--- src/rtl/lcdtg_pkg.sv ---
package lcdtg_pkg;
    localparam int PW  = 8;        // porch / sync field width
    localparam int AW  = 11;       // active size field width
    localparam int DW  = 8;        // divider field width
    localparam int XW  = 32;       // register data width
    localparam int RAW = 3;        // register address width
    localparam int CW  = AW + 2;   // scan counter width

    localparam logic [RAW-1:0] A_CTRL  = 3'd0;
    localparam logic [RAW-1:0] A_POL   = 3'd1;
    localparam logic [RAW-1:0] A_HTIM  = 3'd2;
    localparam logic [RAW-1:0] A_VTIM  = 3'd3;
    localparam logic [RAW-1:0] A_SIZE  = 3'd4;
    localparam logic [RAW-1:0] A_ICTL  = 3'd5;
    localparam logic [RAW-1:0] A_IPEND = 3'd6;

    typedef struct packed {
        logic [PW-1:0] sync;
        logic [PW-1:0] back;
        logic [PW-1:0] front;
        logic [AW-1:0] act;
    } axis_t;

    typedef struct packed {
        logic          run;
        logic          div_sel;
        logic [DW-1:0] div_m1;
        axis_t         h;
        axis_t         v;
    } tcfg_t;

    typedef struct packed {
        logic hs_inv;
        logic vs_inv;
        logic de_inv;
    } pol_t;

    typedef struct packed {
        logic       gen;
        logic       fen;
        logic [1:0] sel;
    } ictl_t;
endpackage

--- src/rtl/lcdtg_regs.sv ---
module lcdtg_regs
    import lcdtg_pkg::*;
(
    input  logic           clk,
    input  logic           rst_n,
    input  logic           wr_en,
    input  logic [RAW-1:0] wr_addr,
    input  logic [XW-1:0]  wr_data,
    input  logic [RAW-1:0] rd_addr,
    input  logic           commit,
    input  logic           pend,
    output tcfg_t          shadow,
    output tcfg_t          live,
    output logic           hold,
    output pol_t           pol,
    output ictl_t          ictl,
    output logic [XW-1:0]  rd_data
);
    typedef struct packed {
        tcfg_t sh;
        tcfg_t lv;
        logic  hold;
        pol_t  pol;
        ictl_t ictl;
    } rstate_t;

    rstate_t st_d, st_q;
    logic    unused_bits;

    assign unused_bits = ^{wr_data[31:27], wr_data[26:16], wr_data[15:0]};

    always_comb begin
        st_d = st_q;
        if (commit) begin
            st_d.lv = st_q.sh;
        end
        if (wr_en) begin
            case (wr_addr)
                A_CTRL: begin
                    st_d.sh.run     = wr_data[0];
                    st_d.sh.div_sel = wr_data[1];
                    st_d.sh.div_m1  = wr_data[8 +: DW];
                    st_d.hold       = wr_data[16];
                end
                A_POL: begin
                    st_d.pol.hs_inv = wr_data[0];
                    st_d.pol.vs_inv = wr_data[1];
                    st_d.pol.de_inv = wr_data[2];
                end
                A_HTIM: begin
                    st_d.sh.h.sync  = wr_data[0 +: PW];
                    st_d.sh.h.back  = wr_data[8 +: PW];
                    st_d.sh.h.front = wr_data[16 +: PW];
                end
                A_VTIM: begin
                    st_d.sh.v.sync  = wr_data[0 +: PW];
                    st_d.sh.v.back  = wr_data[8 +: PW];
                    st_d.sh.v.front = wr_data[16 +: PW];
                end
                A_SIZE: begin
                    st_d.sh.h.act = wr_data[0 +: AW];
                    st_d.sh.v.act = wr_data[16 +: AW];
                end
                A_ICTL: begin
                    st_d.ictl.gen = wr_data[0];
                    st_d.ictl.fen = wr_data[1];
                    st_d.ictl.sel = wr_data[3:2];
                end
                default: ;
            endcase
        end
    end

    always_ff @(posedge clk or negedge rst_n) begin
        if (!rst_n) begin
            st_q <= '0;
        end else begin
            st_q <= st_d;
        end
    end

    always_comb begin
        rd_data = '0;
        case (rd_addr)
            A_CTRL: begin
                rd_data[0]       = st_q.sh.run;
                rd_data[1]       = st_q.sh.div_sel;
                rd_data[8 +: DW] = st_q.sh.div_m1;
                rd_data[16]      = st_q.hold;
            end
            A_POL: begin
                rd_data[0] = st_q.pol.hs_inv;
                rd_data[1] = st_q.pol.vs_inv;
                rd_data[2] = st_q.pol.de_inv;
            end
            A_HTIM: begin
                rd_data[0 +: PW]  = st_q.sh.h.sync;
                rd_data[8 +: PW]  = st_q.sh.h.back;
                rd_data[16 +: PW] = st_q.sh.h.front;
            end
            A_VTIM: begin
                rd_data[0 +: PW]  = st_q.sh.v.sync;
                rd_data[8 +: PW]  = st_q.sh.v.back;
                rd_data[16 +: PW] = st_q.sh.v.front;
            end
            A_SIZE: begin
                rd_data[0 +: AW]  = st_q.sh.h.act;
                rd_data[16 +: AW] = st_q.sh.v.act;
            end
            A_ICTL: begin
                rd_data[0]   = st_q.ictl.gen;
                rd_data[1]   = st_q.ictl.fen;
                rd_data[3:2] = st_q.ictl.sel;
            end
            A_IPEND: rd_data[0] = pend;
            default: ;
        endcase
    end

    assign shadow = st_q.sh;
    assign live   = st_q.lv;
    assign hold   = st_q.hold;
    assign pol    = st_q.pol;
    assign ictl   = st_q.ictl;
endmodule

--- src/rtl/lcdtg_clkdiv.sv ---
module lcdtg_clkdiv
    import lcdtg_pkg::*;
(
    input  logic          clk,
    input  logic          rst_n,
    input  logic          run,
    input  logic          restart,
    input  logic          div_sel,
    input  logic [DW-1:0] div_m1,
    output logic          ce
);
    typedef struct packed {
        logic [DW-1:0] cnt;
    } dstate_t;

    dstate_t       st_d, st_q;
    logic [DW-1:0] lim;
    logic [DW-1:0] clamped;

    always_comb begin
        clamped = (div_m1 == {DW{1'b1}}) ? (div_m1 - DW'(1)) : div_m1;
        lim     = div_sel ? clamped : '0;
        ce      = run && (st_q.cnt == lim);
        st_d    = st_q;
        if (!run || restart || ce) begin
            st_d.cnt = '0;
        end else begin
            st_d.cnt = st_q.cnt + DW'(1);
        end
    end

    always_ff @(posedge clk or negedge rst_n) begin
        if (!rst_n) begin
            st_q <= '0;
        end else begin
            st_q <= st_d;
        end
    end
endmodule

--- src/rtl/lcdtg_scan.sv ---
module lcdtg_scan
    import lcdtg_pkg::*;
(
    input  logic  clk,
    input  logic  rst_n,
    input  axis_t lh,
    input  axis_t lv,
    input  logic  live_run,
    input  logic  sh_run,
    input  logic  hold,
    input  logic  ce,
    output logic  run,
    output logic  commit,
    output logic  hs_act,
    output logic  vs_act,
    output logic  de_act,
    output logic  evt_frame,
    output logic  evt_act,
    output logic  evt_end
);
    typedef struct packed {
        logic          run;
        logic [CW-1:0] hc;
        logic [CW-1:0] vc;
    } sstate_t;

    sstate_t       st_d, st_q;
    logic [CW-1:0] h_s, h_a, h_e, h_t;
    logic [CW-1:0] v_s, v_a, v_e, v_t;
    logic          h_last, v_last, adv;

    always_comb begin
        h_s = CW'(lh.sync) + CW'(1);
        h_a = h_s + CW'(lh.back) + CW'(1);
        h_e = h_a + CW'(lh.act) + CW'(1);
        h_t = h_e + CW'(lh.front) + CW'(1);
        v_s = CW'(lv.sync) + CW'(1);
        v_a = v_s + CW'(lv.back) + CW'(1);
        v_e = v_a + CW'(lv.act) + CW'(1);
        v_t = v_e + CW'(lv.front) + CW'(1);
        h_last = (st_q.hc == h_t - CW'(1));
        v_last = (st_q.vc == v_t - CW'(1));

        st_d      = st_q;
        commit    = 1'b0;
        evt_frame = 1'b0;
        if (!st_q.run) begin
            if (sh_run && !hold) begin
                commit    = 1'b1;
                st_d.run  = 1'b1;
                st_d.hc   = '0;
                st_d.vc   = '0;
                evt_frame = 1'b1;
            end
        end else if (ce) begin
            if (h_last) begin
                st_d.hc = '0;
                if (v_last) begin
                    st_d.vc = '0;
                    if (!hold) begin
                        commit   = 1'b1;
                        st_d.run = sh_run;
                    end else begin
                        st_d.run = live_run;
                    end
                    evt_frame = st_d.run;
                end else begin
                    st_d.vc = st_q.vc + CW'(1);
                end
            end else begin
                st_d.hc = st_q.hc + CW'(1);
            end
        end

        adv     = st_q.run && ce && st_d.run;
        evt_act = adv && (st_d.hc == h_a) && (st_d.vc == v_a);
        evt_end = adv && (st_d.hc == h_e) && (st_d.vc == v_e - CW'(1));

        hs_act = st_q.run && (st_q.hc < h_s);
        vs_act = st_q.run && (st_q.vc < v_s);
        de_act = st_q.run && (st_q.hc >= h_a) && (st_q.hc < h_e)
                          && (st_q.vc >= v_a) && (st_q.vc < v_e);
    end

    always_ff @(posedge clk or negedge rst_n) begin
        if (!rst_n) begin
            st_q <= '0;
        end else begin
            st_q <= st_d;
        end
    end

    assign run = st_q.run;
endmodule

--- src/rtl/lcdtg_irq.sv ---
module lcdtg_irq
    import lcdtg_pkg::*;
(
    input  logic  clk,
    input  logic  rst_n,
    input  logic  evt_frame,
    input  logic  evt_act,
    input  logic  evt_end,
    input  ictl_t ictl,
    input  logic  w1c,
    output logic  hit,
    output logic  pend,
    output logic  irq
);
    typedef struct packed {
        logic pend;
    } istate_t;

    istate_t st_d, st_q;
    logic    src;

    always_comb begin
        case (ictl.sel)
            2'd0:    src = evt_frame;
            2'd1:    src = evt_act;
            2'd2:    src = evt_end;
            default: src = 1'b0;
        endcase
        hit       = ictl.fen && src;
        st_d      = st_q;
        st_d.pend = hit || (st_q.pend && !w1c);
    end

    always_ff @(posedge clk or negedge rst_n) begin
        if (!rst_n) begin
            st_q <= '0;
        end else begin
            st_q <= st_d;
        end
    end

    assign pend = st_q.pend;
    assign irq  = st_q.pend && ictl.gen && ictl.fen;
endmodule

--- src/rtl/lcdtg_top.sv ---
module lcdtg_top
    import lcdtg_pkg::*;
(
    input  logic           clk,
    input  logic           rst_n,
    input  logic           wr_en,
    input  logic [RAW-1:0] wr_addr,
    input  logic [XW-1:0]  wr_data,
    input  logic [RAW-1:0] rd_addr,
    output logic [XW-1:0]  rd_data,
    output logic           hsync_o,
    output logic           vsync_o,
    output logic           de_o,
    output logic           pix_ce_o,
    output logic           irq_o
);
    tcfg_t shadow_w, live_w;
    pol_t  pol_w;
    ictl_t ictl_w;
    logic  hold_w, commit_w, run_w, ce_w;
    logic  hs_act_w, vs_act_w, de_act_w;
    logic  ev_frame_w, ev_act_w, ev_end_w;
    logic  pend_w, hit_w, w1c_w;

    assign w1c_w = wr_en && (wr_addr == A_IPEND) && wr_data[0];

    lcdtg_regs u_regs (
        .clk(clk), .rst_n(rst_n),
        .wr_en(wr_en), .wr_addr(wr_addr), .wr_data(wr_data),
        .rd_addr(rd_addr), .commit(commit_w), .pend(pend_w),
        .shadow(shadow_w), .live(live_w), .hold(hold_w),
        .pol(pol_w), .ictl(ictl_w), .rd_data(rd_data)
    );

    lcdtg_clkdiv u_div (
        .clk(clk), .rst_n(rst_n), .run(run_w), .restart(commit_w),
        .div_sel(live_w.div_sel), .div_m1(live_w.div_m1), .ce(ce_w)
    );

    lcdtg_scan u_scan (
        .clk(clk), .rst_n(rst_n), .lh(live_w.h), .lv(live_w.v),
        .live_run(live_w.run), .sh_run(shadow_w.run), .hold(hold_w),
        .ce(ce_w), .run(run_w), .commit(commit_w),
        .hs_act(hs_act_w), .vs_act(vs_act_w), .de_act(de_act_w),
        .evt_frame(ev_frame_w), .evt_act(ev_act_w), .evt_end(ev_end_w)
    );

    lcdtg_irq u_irq (
        .clk(clk), .rst_n(rst_n), .evt_frame(ev_frame_w),
        .evt_act(ev_act_w), .evt_end(ev_end_w), .ictl(ictl_w),
        .w1c(w1c_w), .hit(hit_w), .pend(pend_w), .irq(irq_o)
    );

    assign hsync_o  = ~(hs_act_w ^ pol_w.hs_inv);
    assign vsync_o  = ~(vs_act_w ^ pol_w.vs_inv);
    assign de_o     = de_act_w ^ pol_w.de_inv;
    assign pix_ce_o = ce_w;
endmodule

--- config.mk ---
export PLATFORM = sky130hd
export DESIGN_NAME = lcdtg_top
export DESIGN_NICKNAME = d
export VERILOG_FILES = /design/src/rtl/lcdtg_pkg.sv /design/src/rtl/lcdtg_regs.sv /design/src/rtl/lcdtg_clkdiv.sv /design/src/rtl/lcdtg_scan.sv /design/src/rtl/lcdtg_irq.sv /design/src/rtl/lcdtg_top.sv
export SDC_FILE = /design/constraint.sdc
export NUM_CORES = 1
export LEC_CHECK = 0
export ABC_AREA = 0
export CORE_MARGIN = 2
export CORE_UTILIZATION = 35
export DETAILED_ROUTE_END_ITERATION = 12
export SETUP_SLACK_MARGIN = 0.3
export SLEW_MARGIN = 10
export SYNTH_ARGS = -nofsm -noshare
export SYNTH_HDL_FRONTEND = slang
export SYNTH_HIERARCHICAL = 1
export SYNTH_SLANG_ARGS = --single-unit
--- constraint.sdc ---
create_clock -name clk -period 13.28 [get_ports clk]
set_input_delay 1.992 -clock clk [delete_from_list [all_inputs] [get_ports clk]]
set_output_delay 1.992 -clock clk [all_outputs]
set_load 0.01 [all_outputs]
==> flow_summary.yaml <==
timing:
  min_period_ns: 9.42
  setup_slack_ns: 3.86
  fin_crit_sh_pct: 70.9
  tightest_slew_ns: 1.29
  slew_violations: 0
  maxSlewHeadroom_pct: 11.8
  setup_viol: 0
  hold-worst-slack_ns: 0.510
  grt_setup_unrepaired: "no"
  max_freq_mhz: 106
  hold_viol: 0
  tns_ns: 0
  finalClockSkew_ns: 0.0283
clock_network:
  cts.reportedPaths.clkPinSlew_ns: 0.06
  postCtsSetupBuffers: 0
  post_cts_resized: 0
  clockBufferDepth: 3
  cts_tree: "yes"
  htree_levels: 1
  cts_hold_buf: 0
  cts-root-buf: "clkbuf_16"
  cts_sinks: 204
  clkLatencyLatePin_ns: 0.54
  cts_made_buffers: 24
route:
  vias_per_cell: 5.62
  avgRoutedWirePerCell_microns: 20.8
  ant_nets: 0
  drc: 0
  vias: 13000
  dr.pass1.iters: 7
  wirelength_microns: 48100
  drtIter0Drc: 944
final_layout:
  nFillCells: 4333
  ff_latch_area_sq_um: 5100
  final_cell_mix: "204 x dfrtp_1, 143 x mux2_2, 122 x ha_1, 114 x nand2_1, 96 x inv_1"
  num_antenna_cells: 0
  multi_input_area_sq_um: 10000
  final-instance-count-excl-fill: 2305
  fin_util_pct: 40.2
  nNetsFinal: 1867
  drive_gt1_share_pct: 14.5
  final_common_cell: "dfrtp_1"
  areaGrowthSynthToFinish_pct: 12.8
floorplanning:
  core_area_sq_um: 44400
  dieArea_sq_um: 46900
  initial_core_util_pct: 35.6
  die_h_microns: 217
  rows: 77
  ios: 78
  die_width_microns: 217
grt:
  grt_usage_pct: 20.4
  first_global_vias: 13000
  antenna_found_initial: 0
  grt_pass1_wl_microns: 75800
  globalRouteOverflowTotal: 0
  grt_max_degree: 77
pwr:
  pwr_density_cell_nw_per_um2: 273
  intPower_mw: 2.52
  clockPowerShare_pct: 13.3
  comb_power_share_pct: 66.3
  p_seq_share_pct: 20.4
  peakVddDrop_uv: 181
  switching_power_mw: 2.35
  power.share.switching_pct: 48.3
  p_leak_nw: 7.78
worst_setup_path:
  crit_arrival_ns: 9.85
  crit_path_frequent_cell: "ha_1"
  cp-end-kind: "flop"
  cp.required_ns: 13.72
  path_delay_family: "compound AO/OA/AOI/OAI gates"
  cp_max_fo: 15
  crit_path_max_incr_delay_ns: 0.86
  slowest_stage: "nor4_1"
  start_kind: "flop"
  rrSetupSlack_ns: 3.86
  worstSetupPathType: "flop to flop"
  critPathBufInv: 2
run:
  cap_violations: 0
placed_design:
  io_buffers: 67
  dpl.cell_count: 2264
  dpl.hpwl_microns: 36800
  post-place-ws_ns: 4.27
  routabilityCongestion: 0.924
hold_path:
  hp-class: "flop to flop"
yosys:
  postSynthAreaPerCell_sq_um: 9.57
  synth_area_sq_um: 15800
  synth_cells: 1653
  synth_warnings: 6
outcome:
  status: "finished, final reports clean"
[state kept, by name, summed over array words and instances, names as in the netlist]
signal         flops
u_regs/live       80
u_div/st_q         8
u_regs/ictl        4
u_scan/run         1
u_scan/st_q       26
u_regs/pol         3
u_irq/pend         1
u_regs/shadow     80
u_regs/hold        1
[path summary, 6_finish.rpt]
path                            startpoint         endpoint  depth (start not counted)
max                        u_regs/live[62]       u_irq/pend                         29
min                        u_regs/live[19]  u_regs/live[19]                          1
max reg2reg                u_regs/live[62]       u_irq/pend                         29
min reg2reg                u_regs/live[19]  u_regs/live[19]                          1
max in group asynchronous            rst_n    u_div/st_q[5]                          2
min in group asynchronous            rst_n  u_regs/live[39]                          1
[through the flow]
step / total power, mW / area (sq um)
floorplan: 3.28 / 15800
global placement: 4.13 / 17100
detailed placement: 4.17 / 17100
CTS: 4.86 / 17900
global route: 5.29 / 17900
finish: 4.87 / 17900
[power groups by stage]
stage	combinational, mW	clock (mW)	sequential, mW
final	3.23	0.650	0.991
after global routing	3.58	0.694	1.02
after CTS	3.20	0.666	0.993
after detailed placement	3.17	0	1.00
after global placement	3.13	0	0.999
after floorplan	2.38	0	0.894
[area by class of cell]
class / instances / area share (%)
clock inverter: 8 / 0.505
multi-input combinational: 1283 / 56.3
inverter: 98 / 2.06
clock buffer: 33 / 3.83
timing repair buffer: 87 / 4.60
sequential: 204 / 28.6
tap: 592 / 4.15
[routing by layer]
metal / track usage, % / part of all wire [%]
met5: 0 / 0
met4: 4.86 / 2.1
met3: 2.04 / 5.0
met2: 34.7 / 47
met1: 28.0 / 46
[worst reg2reg max path, delay by kind of cell (launching register included)]
kind | cells | cell delay (ns)
AOI/OAI and AO/OA | 13 | 2.91
xor gates and xnor gates | 2 | 1.05
adders and majority gates | 4 | 1.49
buffers and inverters | 2 | 0.44
DFF | 1 | 0.43
muxes | 1 | 0.41
and+or+nand+nor | 7 | 2.60
No activity file was read; power rests on OpenSTA's default activity.
